--- config.mk ---
export PLATFORM = sky130hd
export DESIGN_NAME = tri_way_signal_ctrl
export DESIGN_NICKNAME = d
export VERILOG_FILES = /design/src/rtl/tws_pkg.sv /design/src/rtl/tws_phase_seq.sv /design/src/rtl/tws_lamp_decode.sv /design/src/rtl/tri_way_signal_ctrl.sv
export SDC_FILE = /design/constraint.sdc
export NUM_CORES = 1
export LEC_CHECK = 0
export BUFFER_PORTS_ARGS = -buffer_cell sky130_fd_sc_hd__buf_2
export CORE_AREA = 8 8 45 47
export CTS_CLUSTER_DIAMETER = 80
export DETAILED_ROUTE_END_ITERATION = 10
export DIE_AREA = 0 0 53 55
export GPL_TIMING_DRIVEN = 0
export PLACE_DENSITY_LB_ADDON = 0.2
export SLEW_MARGIN = 20
export SYNTH_ARGS = -nofsm -noshare
export SYNTH_HDL_FRONTEND = slang
export SYNTH_SLANG_ARGS = --single-unit
--- constraint.sdc ---
create_clock -name clk -period 1.55 [get_ports clk]
set_input_delay 0.155 -clock clk [delete_from_list [all_inputs] [get_ports clk]]
set_output_delay 0.155 -clock clk [all_outputs]
set_load 0.01 [all_outputs]
--- src/rtl/tws_pkg.sv ---
package tws_pkg;

  typedef enum logic [2:0] {
    PH_ARROW_GO   = 3'd0,
    PH_ARROW_WARN = 3'd1,
    PH_A_GO       = 3'd2,
    PH_A_WARN     = 3'd3,
    PH_B_GO       = 3'd4,
    PH_B_WARN     = 3'd5,
    PH_C_GO       = 3'd6,
    PH_C_WARN     = 3'd7
  } phase_t;

  typedef struct packed {
    logic grn;
    logic yel;
    logic red;
  } lamp_t;

  localparam lamp_t LAMP_GO   = '{grn: 1'b1, yel: 1'b0, red: 1'b0};
  localparam lamp_t LAMP_WARN = '{grn: 1'b0, yel: 1'b1, red: 1'b0};
  localparam lamp_t LAMP_STOP = '{grn: 1'b0, yel: 1'b0, red: 1'b1};

  function automatic lamp_t lamp_of(input logic go, input logic warn);
    if (go)        return LAMP_GO;
    else if (warn) return LAMP_WARN;
    else           return LAMP_STOP;
  endfunction

endpackage

--- src/rtl/tws_phase_seq.sv ---
module tws_phase_seq
  import tws_pkg::*;
(
  input  logic   clk,
  input  logic   rst_n,
  input  logic   car_wait,
  input  logic   tmr_long,
  input  logic   tmr_short,
  output phase_t phase,
  output logic   restart
);

  phase_t phase_q, phase_d;
  logic   restart_q;
  logic   adv;

  // next-phase selection
  always_comb begin
    phase_d = phase_q;
    unique case (phase_q)
      PH_ARROW_GO:   if (tmr_short) phase_d = PH_ARROW_WARN;
      PH_ARROW_WARN: if (tmr_short) phase_d = PH_A_GO;
      PH_A_GO:       if (tmr_long)  phase_d = PH_A_WARN;
      PH_A_WARN:     if (tmr_short) phase_d = PH_B_GO;
      PH_B_GO:       if (tmr_long)  phase_d = PH_B_WARN;
      PH_B_WARN:     if (tmr_short) phase_d = car_wait ? PH_C_GO : PH_ARROW_GO;
      PH_C_GO:       if (!car_wait || tmr_long) phase_d = PH_C_WARN;
      PH_C_WARN:     if (tmr_short) phase_d = PH_ARROW_GO;
      default:       phase_d = PH_ARROW_GO;
    endcase
  end

  assign adv = (phase_d != phase_q);

  // phase register with written-out enable, restart strobe beside it
  always_ff @(posedge clk or negedge rst_n) begin
    if (!rst_n) begin
      phase_q   <= PH_ARROW_GO;
      restart_q <= 1'b1;
    end else begin
      if (adv) phase_q <= phase_d;
      restart_q <= adv;
    end
  end

  assign phase   = phase_q;
  assign restart = restart_q;

  assert_short_hold_R5: assert property (@(posedge clk) disable iff (!rst_n)
    ((phase_q == PH_ARROW_GO || phase_q == PH_ARROW_WARN || phase_q == PH_A_WARN ||
      phase_q == PH_B_WARN || phase_q == PH_C_WARN) && !tmr_short) |=> $stable(phase_q));

  assert_long_hold_R6: assert property (@(posedge clk) disable iff (!rst_n)
    ((phase_q == PH_A_GO || phase_q == PH_B_GO) && !tmr_long) |=> $stable(phase_q));

  assert_c_cut_R8: assert property (@(posedge clk) disable iff (!rst_n)
    (phase_q == PH_C_GO && (!car_wait || tmr_long)) |=> (phase_q == PH_C_WARN));

  assert_order_R3: assert property (@(posedge clk) disable iff (!rst_n)
    (phase_q == PH_A_WARN && tmr_short) |=> (phase_q == PH_B_GO));

  assert_restart_on_change_R9: assert property (@(posedge clk) disable iff (!rst_n)
    (phase_q != $past(phase_q)) |-> restart_q);

endmodule

--- src/rtl/tws_lamp_decode.sv ---
module tws_lamp_decode
  import tws_pkg::*;
(
  input  phase_t phase,
  output lamp_t  a_north,
  output logic   arrow_go,
  output logic   arrow_warn,
  output lamp_t  a_south,
  output lamp_t  b_east,
  output lamp_t  b_west,
  output lamp_t  c_se
);

  logic in_arrow, a_go, a_warn, b_go, b_warn, c_go, c_warn;

  always_comb begin
    in_arrow   = (phase == PH_ARROW_GO) || (phase == PH_ARROW_WARN);
    arrow_go   = (phase == PH_ARROW_GO);
    arrow_warn = (phase == PH_ARROW_WARN);
    a_go       = (phase == PH_A_GO);
    a_warn     = (phase == PH_A_WARN);
    b_go       = (phase == PH_B_GO);
    b_warn     = (phase == PH_B_WARN);
    c_go       = (phase == PH_C_GO);
    c_warn     = (phase == PH_C_WARN);

    a_north = lamp_of(in_arrow || a_go, a_warn);
    a_south = lamp_of(a_go, a_warn);
    b_east  = lamp_of(b_go, b_warn);
    b_west  = lamp_of(b_go, b_warn);
    c_se    = lamp_of(c_go, c_warn);
  end

endmodule

--- src/rtl/tri_way_signal_ctrl.sv ---
module tri_way_signal_ctrl
  import tws_pkg::*;
(
  input  logic clk,
  input  logic rst_n,
  input  logic car_wait,
  input  logic tmr_long,
  input  logic tmr_short,
  output logic tmr_restart,
  output logic an_grn,
  output logic an_yel,
  output logic an_red,
  output logic arw_grn,
  output logic arw_yel,
  output logic arw_off,
  output logic as_grn,
  output logic as_yel,
  output logic as_red,
  output logic be_grn,
  output logic be_yel,
  output logic be_red,
  output logic bw_grn,
  output logic bw_yel,
  output logic bw_red,
  output logic c_grn,
  output logic c_yel,
  output logic c_red
);

  phase_t phase;
  lamp_t  l_an, l_as, l_be, l_bw, l_c;
  logic   arrow_go, arrow_warn;

  tws_phase_seq u_seq (
    .clk       (clk),
    .rst_n     (rst_n),
    .car_wait  (car_wait),
    .tmr_long  (tmr_long),
    .tmr_short (tmr_short),
    .phase     (phase),
    .restart   (tmr_restart)
  );

  tws_lamp_decode u_dec (
    .phase      (phase),
    .a_north    (l_an),
    .arrow_go   (arrow_go),
    .arrow_warn (arrow_warn),
    .a_south    (l_as),
    .b_east     (l_be),
    .b_west     (l_bw),
    .c_se       (l_c)
  );

  assign {an_grn, an_yel, an_red} = l_an;
  assign {as_grn, as_yel, as_red} = l_as;
  assign {be_grn, be_yel, be_red} = l_be;
  assign {bw_grn, bw_yel, bw_red} = l_bw;
  assign {c_grn,  c_yel,  c_red}  = l_c;
  assign arw_grn = arrow_go;
  assign arw_yel = arrow_warn;
  assign arw_off = !(arrow_go || arrow_warn);

  assert_heads_onehot_R2: assert property (@(posedge clk) disable iff (!rst_n)
    ($countones({an_grn, an_yel, an_red}) == 1) && ($countones({as_grn, as_yel, as_red}) == 1) &&
    ($countones({be_grn, be_yel, be_red}) == 1) && ($countones({bw_grn, bw_yel, bw_red}) == 1) &&
    ($countones({c_grn, c_yel, c_red}) == 1) && ($countones({arw_grn, arw_yel, arw_off}) == 1));

  assert_arrow_guard_R4: assert property (@(posedge clk) disable iff (!rst_n)
    !arw_off |-> (an_grn && as_red && be_red && bw_red && c_red));

  assert_one_group_R10: assert property (@(posedge clk) disable iff (!rst_n)
    $onehot0({!(an_red && as_red && arw_off), !(be_red && bw_red), !c_red}));

endmodule

== Word-level counts from Yosys, hierarchy flattened ==
Cells that the tools add are included.
Storage, ports and cells
  output and inout port bits: 19
  word-level logic and storage cells: 33
  bits of input ports: 5
  bits in registers: 4
Cells by class
  mux-type cells: 17
  equality and inequality tests: 8
  reduce and logical (&&, ||, !) cells: 6
Operators with widths (number)
  3-bit 2-to-1 mux: 13
  3-bit one-hot mux with 8 select lines: 1
  3-bit equality test (second input constant): 4
  3-bit by 2-bit equality test with 1-bit output (second input constant): 2
  2-bit 2-to-1 mux: 3
  3-bit by 1-bit equality test with 1-bit output (second input constant): 1
  3-bit zero test: 1
  1-bit logical OR: 3
  3-bit != test: 1
  1-bit zero test: 2

== Logic depth before layout (Yosys ltp) ==
  word-level depth: 5
  depth in mapped cells: 4
  gate-level depth less buffers: 3

== Modules after synthesis ==
From an unflattened synthesis, not the netlist that was laid out.
Second synthesis, totals
  cell total of the unflattened synthesis: 43
  area, all modules: 371.6 um^2
Modules (own cells, without submodules)
  tws_phase_seq: area each 185.2 um^2, cells each 19, times used 1, sequential area each 101.3 um^2
  tws_lamp_decode: area each 182.7 um^2, cells each 23, times used 1, sequential area each 0.0 um^2
  tri_way_signal_ctrl: area each 3.8 um^2, cells each 1, times used 1, sequential area each 0.0 um^2

== Least setup slack after synthesis ==
No wires, ideal clock.
  path type: reg-to-output
  from: register u_seq.phase_q[1] (netlist: u_seq.phase[1])
  to: output bw_grn
  arrival: 1146 ps
  stages on the path, launching flop included: 5
  setup slack: 249 ps
  data required time: 1395 ps
  path buffers: 2
  cell sequence: dfrtp_1 > buf_2 > nand2b_1 > nor2_1 > buf_4
Between the ends
  longest elaborated chain between the ends: 2
Ends and longest elaborated chain
  start: declaration: RTL line tws_phase_seq.sv:13  | phase_t phase_q, phase_d;
  start signal: assignment: RTL line tws_phase_seq.sv:41  | if (adv) phase_q <= phase_d;
  3-bit equality test: RTL line tws_lamp_decode.sv:22  | b_go = (phase == PH_B_GO);
  3-bit 2-to-1 mux
  end: declaration: RTL line tri_way_signal_ctrl.sv:22  | output logic bw_grn,
No other way between the ends.

== Worst setup path after layout ==
  from: register u_seq.phase_q[1] (netlist: u_seq.phase[1])
  to: output bw_grn
Between the ends
  longest elaborated chain between the ends: 2
Ends and longest elaborated chain
  3-bit equality test: RTL line tws_lamp_decode.sv:22
  3-bit 2-to-1 mux: RTL line tws_pkg.sv:25  | if (go) return LAMP_GO;
No other way between the ends.

==> reports/results.ini <==
[run]
cap_violations = 0

[worst_hold_path]
hold_class = in -> reg
hp-start = tmr_short

[setup_path]
timing.rr.end = u_seq.phase[0]
max_stage_delay_ps = 390
crit_required_ps = 1390
worstSetupPathDepth = 5
r2r_slack_ps = 480
cp_top_family = flip-flops
worst-setup-path-type = reg -> out
crit_chain = buf_4 -> nand2b_4 -> nor2_1 -> buf_4 -> buf_2
endpoint_kind = output port
path_buf_inv = 3
start_kind = flip-flop
cp_slowest_cell = dfrtp_1
worstPathMaxFanout = 10
crit_end = bw_grn
crit_path_frequent_cell = buf_4
startpoint = u_seq.phase[1]
timing.rr.start = u_seq.phase[1]
reg2regPathDepth = 4
arrival_ps = 1290

[global_routing]
grt_util_met1_pct = 5.810
antenna_found_initial = 0
use_met2_pct = 8.203
gr-total-overflow = 0
grt_max_degree = 11
busiest_layer = met2
grt_pass1_vias = 301
use_met3_pct = 2.941
grt.total_usage_pct = 5.641
grt_pass1_wl_um = 1179

[timing]
hold_viol = 0
setup_viol = 0
timing.hold.ws_ps = 179.2
rsz0062_at_grt = false
fmax_ghz = 0.6897
worst_pin_slew_ps = 189.3
period_needed_ps = 1450
final_max_slew_viol_count = 0
clock-skew-final_ps = 3.062
setup_slack_ps = 100.2
fin_crit_sh_pct = 93.54
fin_setup_tns_ps = 0
timing.slew.headroom_pct = 87.35

[power]
irDropWorstVdd_v = 0.0006596
p_per_area_mw_per_mm2 = 2217
leakagePower_nw = 0.2746
power.total_mw = 1.051

[clock_network]
cts_tree = done
clock_latency_ps = 230
numCtsBuffers = 3
clock_sinks = 4
htreeDepth = 1
root_buffer = clkbuf_4
clock_path_buffers = 2
path_clk_slew_ps = 40
cts_setup_buffers = 0

[finish]
n_antenna_cell = 0
finalNonFillerCells = 85
nets = 75
drive_gt1_share_pct = 50.72
area_delta_synth_final_pct = 61.97
final_core_util_pct = 34.27
stdcell_area_um2 = 474.2

[die]
row_count = 14
die_h_um = 55
start_util_pct = 21.16
die_area_mm2 = 0.002915
io_pins = 24
fp.coreArea_mm2 = 0.001384
die_width_um = 53

[route]
post_drt_wl_per_cell_um = 9.776
via_per_inst = 4.012
wl_um = 831
drc = 0
drt_iter0_markers = 2
firstDrtPassIters = 4
ant_nets = 0
num_vias = 341

[yosys]
avgSynthCellArea_um2 = 7.141
synth_seq_cells = 4
yosysWarnings = 0
synth_area_leaders = dfrtp_1, nor2_1, dfstp_2, buf_4, buf_2
synth_area_um2 = 292.8
synth.top_cell.area_share_pct = 25.64
yosys.area.top_type = dfrtp_1
syn-num-nets = 46
ys_types = 19
netlist_instances = 41
yosysSeqAreaShare_pct = 34.62

[place]
port_buffers = 23
dpl_worst_slack_ps = 281.8
gp_congestion = 0.7135
dp_hpwl_um = 688.8
dp.cells = 80
dpl_cell_area_um2 = 427.9

[status]
status = complete, no violations

==> worst min path at each step <==
| stage | end | slack, ps | cells after the start |
|---|---|---|---|
| floorplan | u_seq.phase[0] | -140 | 0 |
| global placement | u_seq.phase[2] | -40 | 1 |
| detailed placement | u_seq.phase[2] | -40 | 1 |
| CTS | u_seq.restart | 170 | 3 |
| global route | u_seq.restart | 200 | 3 |
| finish | u_seq.restart | 180 | 3 |
==> where the power goes <==
group / total, mW / internal [mW] / switching, mW
registers: 0.192 / 0.165 / 0.0274
clock network: 0.139 / 0.0966 / 0.0428
logic: 0.720 / 0.314 / 0.406
total: 1.05 / 0.575 / 0.476
==> placed cells by master (no fill, tap or decap) <==
cell / count
buf_2: 25
dfstp_2: 1
dfrtp_1: 3
and3_1: 1
o21ai_1: 1
nand2b_1: 1
buf_4: 4
nor2b_1: 2
a21o_1: 1
nand2b_4: 1
dlygate4sd3_1: 1
a21oi_1: 2
a21boi_1: 1
o21a_1: 1
o21ai_0: 3
clkbuf_1: 2
nor3_1: 1
clkbuf_4: 3
a21oi_2: 1
inv_1: 2
nor2_1: 9
nand2_1: 3
==> flip-flops by register name, summed over array words and instances (netlist names) <==
signal and count:
u_seq.phase 3, u_seq.restart 1
==> Yosys cell counts <==
library cell  number
buf_4              3
nor2b_1            2
nand2b_1           2
dfstp_2            1
buf_2              3
a21oi_1            2
nand2_1            3
a21oi_2            1
o21a_1             1
nor3_1             1
a21boi_1           1
a21o_1             1
nor2_1             9
dfrtp_1            3
inv_1              2
and3_1             1
clkbuf_1           1
o21ai_0            3
o21ai_1            1
==> final cells by class <==
type                    instances  area (um2)
inverters                       2       7.507
plain buffers                   7       43.79
multi-input cells              28       150.1
clock buffers                   4       26.28
repair buffers                 24       125.1
fillers                       159       909.6
flip-flops and latches          4       101.3
well taps                      16       20.02
==> worst register-to-register path: stages, from the launching register on <==
cell and delay [ps]:
dfrtp_1 390, buf_4 170, o21a_1 190, a21oi_2 120
a21boi_1 80
==> per-layer routing <==
metal	up-vias	share of wire, %
li1	182	-
met1	144	44
met2	15	41
met3	0	14
met4	0	0
met5	-	0
==> kinds of logic (layout without fill, tap and decap cells) <==
logic type / count (synthesis) / in the layout / synth area share (%)
flops: 4 / 4 / 34.62
buf+inv: 9 / 37 / 16.66
simple gates: 18 / 18 / 27.78
compound gates: 10 / 10 / 20.94
==> timing repair <==
item | 4_1_cts | 5_1_grt
resized for setup | 0 | 3
endpoints found under the setup margin | 0 | 2
hold buffers | 1 | 0
endpoints found under the hold margin | 4 | 0
(Power assumes the default switching activity.)
